--- config.mk ---
export PLATFORM = sky130hd
export DESIGN_NAME = phase_cfg_lookup
export DESIGN_NICKNAME = d
export VERILOG_FILES = /design/src/rtl/phc_pkg.sv /design/src/rtl/phc_dist.sv /design/src/rtl/phc_cfg_apply.sv /design/src/rtl/phc_history_table.sv /design/src/rtl/phase_cfg_lookup.sv
export SDC_FILE = /design/constraint.sdc
export NUM_CORES = 1
export LEC_CHECK = 0
export BUFFER_PORTS_ARGS = -buffer_cell sky130_fd_sc_hd__buf_2
export CORE_UTILIZATION = 60
export DETAILED_ROUTE_END_ITERATION = 10
export GPL_ROUTABILITY_DRIVEN = 0
export PLACE_DENSITY = 0.81
export SYNTH_ARGS = -nofsm -noshare
export SYNTH_HDL_FRONTEND = slang
export SYNTH_SLANG_ARGS = --single-unit
--- constraint.sdc ---
create_clock -name clk_i -period 2.9 [get_ports clk_i]
set_input_delay 0.435 -clock clk_i [delete_from_list [all_inputs] [get_ports clk_i]]
set_output_delay 0.435 -clock clk_i [all_outputs]
set_load 0.02 [all_outputs]
--- src/rtl/phc_pkg.sv ---
`timescale 1ns/1ps
package phc_pkg;
  localparam int LOG_W   = 2;  // width of one log2 config field
  localparam int NFIELDS = 3;  // size, assoc, line

  typedef struct packed {
    logic [LOG_W-1:0] line_l2;
    logic [LOG_W-1:0] assoc_l2;
    logic [LOG_W-1:0] size_l2;
  } cfg_t;

  typedef enum logic {ST_IDLE = 1'b0, ST_WAIT = 1'b1} ctl_state_e;
endpackage

--- src/rtl/phc_dist.sv ---
`timescale 1ns/1ps
module phc_dist #(
  parameter int MR_W = 12
) (
  input  logic [MR_W-1:0] a_i,
  input  logic [MR_W-1:0] b_i,
  output logic [MR_W-1:0] dist_o
);
  always_comb begin
    if (a_i >= b_i) dist_o = a_i - b_i;
    else            dist_o = b_i - a_i;
  end
endmodule

--- src/rtl/phc_cfg_apply.sv ---
`timescale 1ns/1ps
module phc_cfg_apply #(
  parameter int LOG_W   = 2,
  parameter int STEP_W  = 3,
  parameter int NFIELDS = 3,
  parameter logic [NFIELDS*LOG_W-1:0] MAX_VEC = '1
) (
  input  logic [NFIELDS*LOG_W-1:0]  base_i,
  input  logic [NFIELDS*STEP_W-1:0] step_i,
  output logic [NFIELDS*LOG_W-1:0]  cfg_o
);
  localparam int WIDE  = (LOG_W + 1 > STEP_W) ? LOG_W + 1 : STEP_W;
  localparam int SUM_W = WIDE + 1;

  for (genvar f = 0; f < NFIELDS; f++) begin : g_field
    logic [SUM_W-1:0] base_ext, step_ext, sum;
    logic [SUM_W-1:0] max_ext;
    logic [LOG_W-1:0] step_sign_unused;
    assign step_sign_unused = '0;
    assign base_ext = {{(SUM_W-LOG_W){1'b0}}, base_i[f*LOG_W +: LOG_W]};
    assign step_ext = {{(SUM_W-STEP_W){step_i[f*STEP_W+STEP_W-1]}}, step_i[f*STEP_W +: STEP_W]};
    assign max_ext  = {{(SUM_W-LOG_W){1'b0}}, MAX_VEC[f*LOG_W +: LOG_W]};
    assign sum      = base_ext + step_ext;
    always_comb begin
      if (sum[SUM_W-1])      cfg_o[f*LOG_W +: LOG_W] = step_sign_unused;
      else if (sum > max_ext) cfg_o[f*LOG_W +: LOG_W] = MAX_VEC[f*LOG_W +: LOG_W];
      else                    cfg_o[f*LOG_W +: LOG_W] = sum[LOG_W-1:0];
    end
  end
endmodule

--- src/rtl/phc_history_table.sv ---
`timescale 1ns/1ps
module phc_history_table
  import phc_pkg::*;
#(
  parameter int ID_W    = 6,
  parameter int ENTRIES = 8
) (
  input  logic            clk_i,
  input  logic            rst_ni,
  input  logic [ID_W-1:0] look_id_i,
  output logic            look_hit_o,
  output cfg_t            look_cfg_o,
  input  logic            wr_en_i,
  input  logic [ID_W-1:0] wr_id_i,
  input  cfg_t            wr_cfg_i
);
  localparam int IDX_W = (ENTRIES > 1) ? $clog2(ENTRIES) : 1;

  logic [ENTRIES-1:0] vld_q;
  logic [ID_W-1:0]    id_q  [ENTRIES];
  cfg_t               cfg_q [ENTRIES];
  logic [IDX_W-1:0]   rr_q;
  logic [ENTRIES-1:0] match;

  for (genvar e = 0; e < ENTRIES; e++) begin : g_ent
    assign match[e] = vld_q[e] && (id_q[e] == look_id_i);

    always_ff @(posedge clk_i or negedge rst_ni) begin
      if (!rst_ni) begin
        vld_q[e] <= 1'b0;
        id_q[e]  <= '0;
        cfg_q[e] <= '0;
      end else if (wr_en_i && (rr_q == IDX_W'(e))) begin
        vld_q[e] <= 1'b1;
        id_q[e]  <= wr_id_i;
        cfg_q[e] <= wr_cfg_i;
      end
    end
  end

  always_comb begin
    look_cfg_o = '0;
    for (int e = 0; e < ENTRIES; e++) begin
      if (match[e]) look_cfg_o = look_cfg_o | cfg_q[e];
    end
  end
  assign look_hit_o = |match;

  // single pointer: sequential fill, then oldest-first replacement
  always_ff @(posedge clk_i or negedge rst_ni) begin
    if (!rst_ni) rr_q <= '0;
    else if (wr_en_i) begin
      if (rr_q == IDX_W'(ENTRIES-1)) rr_q <= '0;
      else                           rr_q <= rr_q + 1'b1;
    end
  end
endmodule

--- src/rtl/phase_cfg_lookup.sv ---
`timescale 1ns/1ps
module phase_cfg_lookup
  import phc_pkg::*;
#(
  parameter int ID_W      = 6,
  parameter int MR_W      = 12,
  parameter int ENTRIES   = 8,
  parameter int STEP_W    = 3,
  parameter int MAX_SIZE  = 2,
  parameter int MAX_ASSOC = 2,
  parameter int MAX_LINE  = 2
) (
  input  logic                     clk_i,
  input  logic                     rst_ni,
  input  logic                     req_valid_i,
  input  logic [ID_W-1:0]          req_id_i,
  input  logic [MR_W-1:0]          req_mr_i,
  input  logic [MR_W-1:0]          base_mr_i,
  input  logic [phc_pkg::LOG_W-1:0] base_size_i,
  input  logic [phc_pkg::LOG_W-1:0] base_assoc_i,
  input  logic [phc_pkg::LOG_W-1:0] base_line_i,
  output logic                     win_req_o,
  output logic [MR_W-1:0]          win_dist_o,
  input  logic                     win_ack_i,
  input  logic [STEP_W-1:0]        win_dsize_i,
  input  logic [STEP_W-1:0]        win_dassoc_i,
  input  logic [STEP_W-1:0]        win_dline_i,
  output logic                     busy_o,
  output logic                     cfg_valid_o,
  output logic                     cfg_hit_o,
  output logic [phc_pkg::LOG_W-1:0] cfg_size_o,
  output logic [phc_pkg::LOG_W-1:0] cfg_assoc_o,
  output logic [phc_pkg::LOG_W-1:0] cfg_line_o
);
  localparam logic [NFIELDS*LOG_W-1:0] MAX_VEC =
    {LOG_W'(MAX_LINE), LOG_W'(MAX_ASSOC), LOG_W'(MAX_SIZE)};

  ctl_state_e      state_q;
  logic [ID_W-1:0] pend_id_q;
  cfg_t            base_q;
  logic [MR_W-1:0] dist_q;
  logic            vld_q, hit_q;
  cfg_t            out_q;

  logic            tbl_hit;
  cfg_t            tbl_cfg;
  logic [MR_W-1:0] dist_now;
  logic [NFIELDS*LOG_W-1:0] est_vec;
  cfg_t            est_cfg;
  logic            accept, finish;

  assign accept = (state_q == ST_IDLE) && req_valid_i;
  assign finish = (state_q == ST_WAIT) && win_ack_i;

  phc_history_table #(.ID_W(ID_W), .ENTRIES(ENTRIES)) u_tbl (
    .clk_i     (clk_i),
    .rst_ni    (rst_ni),
    .look_id_i (req_id_i),
    .look_hit_o(tbl_hit),
    .look_cfg_o(tbl_cfg),
    .wr_en_i   (finish),
    .wr_id_i   (pend_id_q),
    .wr_cfg_i  (est_cfg)
  );

  phc_dist #(.MR_W(MR_W)) u_dist (
    .a_i   (req_mr_i),
    .b_i   (base_mr_i),
    .dist_o(dist_now)
  );

  phc_cfg_apply #(
    .LOG_W(LOG_W), .STEP_W(STEP_W), .NFIELDS(NFIELDS), .MAX_VEC(MAX_VEC)
  ) u_apply (
    .base_i({base_q.line_l2, base_q.assoc_l2, base_q.size_l2}),
    .step_i({win_dline_i, win_dassoc_i, win_dsize_i}),
    .cfg_o (est_vec)
  );

  assign est_cfg.size_l2  = est_vec[0*LOG_W +: LOG_W];
  assign est_cfg.assoc_l2 = est_vec[1*LOG_W +: LOG_W];
  assign est_cfg.line_l2  = est_vec[2*LOG_W +: LOG_W];

  always_ff @(posedge clk_i or negedge rst_ni) begin
    if (!rst_ni) begin
      state_q   <= ST_IDLE;
      pend_id_q <= '0;
      base_q    <= '0;
      dist_q    <= '0;
    end else if (accept && !tbl_hit) begin
      state_q          <= ST_WAIT;
      pend_id_q        <= req_id_i;
      base_q.size_l2   <= base_size_i;
      base_q.assoc_l2  <= base_assoc_i;
      base_q.line_l2   <= base_line_i;
      dist_q           <= dist_now;
    end else if (finish) begin
      state_q <= ST_IDLE;
    end
  end

  always_ff @(posedge clk_i or negedge rst_ni) begin
    if (!rst_ni) begin
      vld_q <= 1'b0;
      hit_q <= 1'b0;
      out_q <= '0;
    end else begin
      vld_q <= 1'b0;
      if (accept && tbl_hit) begin
        vld_q <= 1'b1;
        hit_q <= 1'b1;
        out_q <= tbl_cfg;
      end else if (finish) begin
        vld_q <= 1'b1;
        hit_q <= 1'b0;
        out_q <= est_cfg;
      end
    end
  end

  assign busy_o      = (state_q == ST_WAIT);
  assign win_req_o   = (state_q == ST_WAIT);
  assign win_dist_o  = dist_q;
  assign cfg_valid_o = vld_q;
  assign cfg_hit_o   = vld_q & hit_q;
  assign cfg_size_o  = out_q.size_l2;
  assign cfg_assoc_o = out_q.assoc_l2;
  assign cfg_line_o  = out_q.line_l2;
endmodule

==> results.md, run 1 <==
- Outcome: finished, final reports clean
- Clock group share of total power: 24.9%
- Port Buffers: 70
- Worst skew pair latency: 430 ps
- RSZ-0062 raised after global routing: no
- Drt drc: 0
- Netlist cell types: 45
- Critical Path AT: 3160 ps
- Yosys Warn Count: 0
- Clk sinks: 140
- Via Count: 5911
- PwrDens: 960 mW/mm^2
- Antenna-violating nets left: 0
- Ys flop type: dfrtp_1
- WP buf/inv: 1
- Yosys top cell by area: dfrtp_1
- CP Max Fanout: 5
- Total track usage: 30.0%
- Starting DRT DRC Count: 480
- DP Wirelength: 12800 microns
- Via density: 6.13
- DIE WIDTH: 113 microns
- Hold bufs inserted after CTS: 0
- Num ports: 71
- Share of the synthesized area in the top cell type: 47.6%
- Min-delay worst type: input pin to asynchronous set/reset pin
- Final hold violation count: 0
- Clock buffer depth: 2
- Most frequent CP cell: or4_1
- Pleak: 4.15 nW
- Row count: 40
- Core footprint: 0.0120 sq mm
- Final Slew Violations: 0
- Cell Int Power: 5.27 mW
- Async S/R FF share, synth: 100%
- Worst rel slew slack: 44.0%
- Psw: 3.05 mW
- Mapped Area: 0.00736 sq mm
- Final setup viols: 0
- Worst Path Required: 3260 ps
- Flop pwr share: 42.1%
- Net count after synthesis: 789
- CTS root buffer: clkbuf_16
- Delay-heaviest family, CP: simple AND/OR/NAND/NOR gates
- Crit path time final: 2800 ps
- CTS tree: built
- First-pass GRT wire length: 29100 microns
- Total CTS buffers: 17
- H-tree levels: 4
- Fmax achieved: 357 MHz
- Switching Share: 36.7%
- Antenna violations before repair: 1
- Final Skew: 8.50 ps
- Clock-pin slew on the worst setup and hold paths: 60 ps
- Area growth syn-to-layout: 18.0%
- Syn Inst Count: 700
- Combinational power share: 33.0%
- Area contributors post-synth: dfrtp_1 48%, mux2_2 8.4%, ha_1 6.0%
- Most common cell after layout, fill and taps aside: dfrtp_1
- Post-synth EDFFs: 0
- Register bit count reported by yosys: 140
- Most frequent cells in the layout: 140 x dfrtp_1, 102 x nand2_1, 77 x o21ai_0
- Critical path capture point type: flip-flop
- Crit Path Category: flip-flop to flip-flop
- Die Height: 113 microns
- Initial Util: 61.5%
- Maxcap violations: 0
- Slowest CP cell: or4_1
- Post-CTS Setup Bufs: 0
- Period utilisation layout: 96.7%
- Share of cells above drive strength 1: 25.7%
- Die ar.: 0.0127 sq mm
- Slowest stage delay, CP: 620 ps
- Final nets: 893
- Setup ws final: 96.1 ps
- DP Worst Slack: -175 ps
- Slew of the pin with the lowest slew margin: 838 ps
- Congestion Overflow GR: 0
- Sequential area share after synthesis: 47.6%
- Peak VDD IR: 0.000402 V
- Post-CTS sizing: 0
- Number of global-route vias before repair: 5963
- Router iterations before antenna repair: 7
- Setup TNS: 0 ps
- WL/cell: 19.0 microns
- Final wirelength: 18400 microns
- Worst-path cell chain: xnor2_1 -> nand4_1 -> nor4_1 -> or4_1 -> buf_4 -> or4b_4 -> or4_1 -> nand3_1
- Setup crit start kind: flip-flop
- Pin count of the biggest net entering global routing: 78
- Mapped Avg Cell Area: 10.5 sq um
-- power groups by stage --
stage | logic [mW] | registers [mW] | clock network [mW]
CTS | 2.68 | 3.49 | 2.09
detailed placement | 2.64 | 3.51 | 0
floorplan | 1.69 | 3.46 | 0
finish | 2.75 | 3.51 | 2.08
global placement | 2.48 | 3.46 | 0
global route | 3.01 | 3.59 | 2.17
-- layout make-up --
cell class	instances	area [sq um]
Timing Repair Buffer	116	727
Antenna cell	1	2.50
Fill cell	825	3280
Clock inverter	14	134
Tap cell	147	184
Inverter	33	124
Sequential cell	140	3500
Multi-Input combinational cell	496	3570
Clock buffer	18	429
-- through the flow --
step           instances  hold WS [ps]  instance area, sq um  util, %  total power [mW]
2_1_floorplan        700           139                  7360        -              5.16
3_3_place_gp         928           449                  8070     67.5              5.94
3_5_place_dp         928           455                  8070     67.5              6.16
4_1_cts              960          49.5                  8630     72.2              8.26
5_1_grt              965          89.6                  8680     72.5              8.77
6_report             965          33.8                  8680     72.5              8.33
-- cell usage after synthesis (3+ instances only) --
master / n
o21ai_0: 77
a221oi_1: 6
buf_6: 6
nand2b_1: 9
nand2_1: 102
nand3b_1: 9
mux2_2: 55
or4_1: 3
buf_2: 3
a21oi_1: 17
clkbuf_1: 21
nand3_1: 7
ha_1: 35
a21o_1: 5
a311o_1: 7
xnor2_1: 27
a22oi_1: 12
a31oi_1: 9
o21ai_1: 3
a22o_1: 6
nand4_1: 14
nor2b_1: 5
nor2_1: 11
or3_1: 3
nor3_1: 4
inv_1: 33
o211ai_1: 6
xor2_1: 31
a211oi_1: 4
fa_1: 5
nor4_1: 6
dfrtp_1: 140
-- logic make-up after synthesis --
family	after synthesis	share of synthesized area [%]
AO/OA/AOI/OAI	161	13.5
XOR/XNOR	58	6.91
adder cells (fa/ha/maj)	40	7.31
buffers and inverters	64	3.98
flip-flops	140	47.6
multiplexers	57	8.69
AND/OR/NAND/NOR	180	11.9
-- state kept, by name, indices dropped and copies added (netlist names) --
signal / count
pend_id_q: 6
busy_o: 1
u_tbl.id_q: 48
base_q: 6
cfg_size_o: 2
u_tbl.rr_q: 3
cfg_assoc_o: 2
hit_q: 1
win_dist_o: 12
cfg_valid_o: 1
u_tbl.vld_q: 8
cfg_line_o: 2
u_tbl.cfg_q: 48
-- final timing paths --
| path | start | end | slack (ps) | cells past startpoint |
|---|---|---|---|---|
| hold reg to reg | u_tbl.vld_q[4] | u_tbl.vld_q[4] | 470 | 1 |
| max in group asynchronous | rst_ni | base_q[3] | 2040 | 2 |
| setup / recovery | u_tbl.id_q[6] | win_dist_o[5] | 100 | 8 |
| setup reg to reg | u_tbl.id_q[6] | win_dist_o[5] | 100 | 8 |
| hold / removal | rst_ni | u_tbl.id_q[27] | 30 | 1 |
| min in group clk_i | win_ack_i | busy_o | 230 | 2 |
-- metal layers --
layer	GRT usage, %	up-vias	wire [microns]	part of all wire, %
li1	-	2671	-	-
met1	35.5	2892	7180	39
met2	51.4	292	9280	50
met3	7.77	56	1350	7.4
met4	13.6	0	560	3.0
met5	0	-	0	0
-- worst reg2reg max path, delay by kind of cell (launching register included) --
kind,cells,cell delay [ps]
flops,1,380
buf+inv,1,190
simple gates,6,2030
xor+xnor,1,130
(Power assumes the default switching activity.)
==> run 2, diff against run 1 <==
--- a/config.mk
+++ b/config.mk
@@ -7,7 +7,7 @@
 export LEC_CHECK = 0
-export BUFFER_PORTS_ARGS = -buffer_cell sky130_fd_sc_hd__buf_2
-export CORE_UTILIZATION = 60
+export BUFFER_PORTS_ARGS = -buffer_cell sky130_fd_sc_hd__clkbuf_2
+export CORE_UTILIZATION = 54
 export DETAILED_ROUTE_END_ITERATION = 10
 export GPL_ROUTABILITY_DRIVEN = 0
-export PLACE_DENSITY = 0.81
+export PLACE_DENSITY = 0.77
 export SYNTH_ARGS = -nofsm -noshare
==> constraint.sdc (replaced) <==
create_clock -name clk_i -period 2.3 [get_ports clk_i]
set_input_delay 0.345 -clock clk_i [delete_from_list [all_inputs] [get_ports clk_i]]
set_output_delay 0.345 -clock clk_i [all_outputs]
set_load 0.005 [all_outputs]
==> run 2 against run 1 <==
Net effect:
- the run now ends with negative setup slack left
- count of clock-buffer cells in the layout stayed put
- largest cell class unchanged
- die area grew 11%
- fmax grew 16%
- final cell count increased by 5.1%
- total power up 28%
- combinational power is 26% higher
==> results.md, run 2 (synthesis gave the netlist of run 1 again) <==
- Outcome: complete, but fails checks (was finished, final reports clean)
- Failing checks: negative setup slack
- DIE WIDTH: 119 microns (was 113 microns)
- Final wirelength: 18700 microns (was 18400 microns)
- Slowest stage delay, CP: 580 ps (was 620 ps)
- Final nets: 915 (was 893)
- Final Slew Violations: 0 (unchanged)
- CP Max Fanout: 4 (was 5)
- Antenna-violating nets left: 0 (unchanged)
- Total track usage: 28.1% (was 30.0%)
- Fmax achieved: 415 MHz (was 357 MHz)
- Area growth syn-to-layout: 23.1% (was 18.0%)
- Combinational power share: 32.6% (was 33.0%)
- Reg2reg path depth: 7 (was 8)
- Pleak: 4.33 nW (was 4.15 nW)
- Antenna violations before repair: 0 (was 1)
- Peak VDD IR: 0.000685 V (was 0.000402 V)
- CTS tree: built (unchanged)
- Most common cell after layout, fill and taps aside: dfrtp_1 (unchanged)
- Port Buffers: 70 (unchanged)
- Clock group share of total power: 25.2% (was 24.9%)
- Hold Path Depth: 2
- WL/cell: 18.4 microns (was 19.0 microns)
- Router iterations before antenna repair: 7 (unchanged)
- Cell Int Power: 6.89 mW (was 5.27 mW)
- Most frequent cells in the layout: 140 x dfrtp_1, 99 x nand2_1, 73 x o21ai_0 (was 140 x dfrtp_1, 102 x nand2_1, 77 x o21ai_0)
- Fin Hold WS: 129 ps (was 33.8 ps)
- Final hold violation count: 0 (unchanged)
- Critical path capture point type: flip-flop (unchanged)
- Psw: 3.74 mW (was 3.05 mW)
- Most frequent CP cell: or4_4 (was or4_1)
- Min-delay worst type: input pin to flip-flop (was input pin to asynchronous set/reset pin)
- Crit path time final: 2410 ps (was 2800 ps)
- DP Worst Slack: -331 ps (was -175 ps)
- Antenna cells: 0 (was 1)
- Critical Path AT: 2760 ps (was 3160 ps)
- Via density: 5.88 (was 6.13)
- Setup slack, reg-to-reg: -110 ps (was 100 ps)
- Placed cells: 981 (was 928)
- Setup ws final: -110 ps (was 96.1 ps)
- Maxcap violations: 0 (unchanged)
- Flop pwr share: 42.2% (was 42.1%)
- Switching Share: 35.2% (was 36.7%)
- Starting DRT DRC Count: 396 (was 480)
- Clk sinks: 140 (unchanged)
- Final setup viols: 26 (was 0)
- Row count: 42 (was 40)
- Drt drc: 0 (unchanged)
- Die ar.: 0.0141 sq mm (was 0.0127 sq mm)
- Share of cells above drive strength 1: 29.6% (was 25.7%)
- WP buf/inv: 0 (was 1)
- Worst Path Required: 2650 ps (was 3260 ps)
- Crit Path Category: flip-flop to flip-flop (unchanged)
- Layout Cells excl Fill: 1014 (was 965)
- Number of global-route vias before repair: 6188 (was 5963)
- CTS root buffer: clkbuf_16 (unchanged)
- First-pass GRT wire length: 30700 microns (was 29100 microns)
- Num ports: 71 (unchanged)
- Core footprint: 0.0132 sq mm (was 0.0120 sq mm)
- Worst rel slew slack: 43.8% (was 44.0%)
- Slowest CP cell: or4b_4 (was or4_1)
- Die Height: 119 microns (was 113 microns)
- DP Wirelength: 13400 microns (was 12800 microns)
- Total CTS buffers: 17 (unchanged)
- Worst-path cell chain: xnor2_1 -> nand4_1 -> nor4_2 -> or4_4 -> or4b_4 -> or4_4 -> nand3_2 (was xnor2_1 -> nand4_1 -> nor4_1 -> or4_1 -> buf_4 -> or4b_4 -> or4_1 -> nand3_1)
- PwrDens: 1170 mW/mm^2 (was 960 mW/mm^2)
- RSZ-0062 raised after global routing: yes (was no)
- Cell area after placement: 0.00839 sq mm (was 0.00807 sq mm)
- Initial Util: 55.5% (was 61.5%)
- Congestion Overflow GR: 0 (unchanged)
- Period utilisation layout: 105% (was 96.7%)
- Setup crit start kind: flip-flop (unchanged)
- Clock-pin slew on the worst setup and hold paths: 60 ps (about the same)
- Setup TNS: -1210 ps (was 0 ps)
- Final Util: 68.4% (was 72.5%)
- Power consumption: 10.6 mW (was 8.33 mW)
- Worst skew pair latency: 420 ps (was 430 ps)
- Slew of the pin with the lowest slew margin: 841 ps (was 838 ps)
- Final instance area: 0.00905 sq mm (was 0.00868 sq mm)
- Clock buffer depth: 2 (unchanged)
- Delay-heaviest family, CP: simple AND/OR/NAND/NOR gates (unchanged)
- Cell count along the critical path: 7 (was 8)
- H-tree levels: 4 (unchanged)
- Final Skew: 11.6 ps (was 8.50 ps)
- Pin count of the biggest net entering global routing: 63 (was 78)
- Via Count: 5965 (was 5911)
[run 2: path summary, 6_finish.rpt]
path                                  endpoint           start
worst max-delay path             win_dist_o[5]  u_tbl.id_q[14]
worst min-delay path                    busy_o       win_ack_i
worst max register to register   win_dist_o[5]  u_tbl.id_q[14]
worst min register to register           hit_q           hit_q
max in group asynchronous       u_tbl.cfg_q[7]          rst_ni
min in group asynchronous        u_tbl.id_q[3]          rst_ni
[run 2: per-layer routing]
layer	wire length (microns)	vias up	GRT usage [%]	part of all wire [%]
met4	623	0	12.2	3.3
met5	0	-	0	0
met1	7540	2949	34.7	40
met3	1190	56	6.52	6.4
li1	-	2712	-	-
met2	9340	248	47.0	50
[run 2: layout make-up]
cell class              instances  area (sq um)
fillers                       997          4190
clock buffers                  18           439
repair buffers                138           915
flip-flops and latches        140          3500
clock inverters                13           140
inverters                      33           124
well taps                     176           220
multi-input cells             496          3710
[run 2: power by group through the flow]
stage | clock, mW | sequential [mW] | combinational, mW
2_1_floorplan | 0 | 4.19 | 2.26
3_3_place_gp | 0 | 4.39 | 3.09
3_5_place_dp | 0 | 4.46 | 3.30
4_1_cts | 2.70 | 4.46 | 3.36
5_1_grt | 2.82 | 4.59 | 3.82
6_report | 2.68 | 4.48 | 3.47
[run 2: repair_timing]
| item | in CTS | in global routing |
|---|---|---|
| endpoints found under the setup margin | 29 | 31 |
| hold endpoints to repair | 56 | 0 |
| pin swaps | 10 | 7 |
| hold buffers | 1 | 0 |
| gates resized for setup | 2 | 16 |
| setup buffers | 0 | 1 |
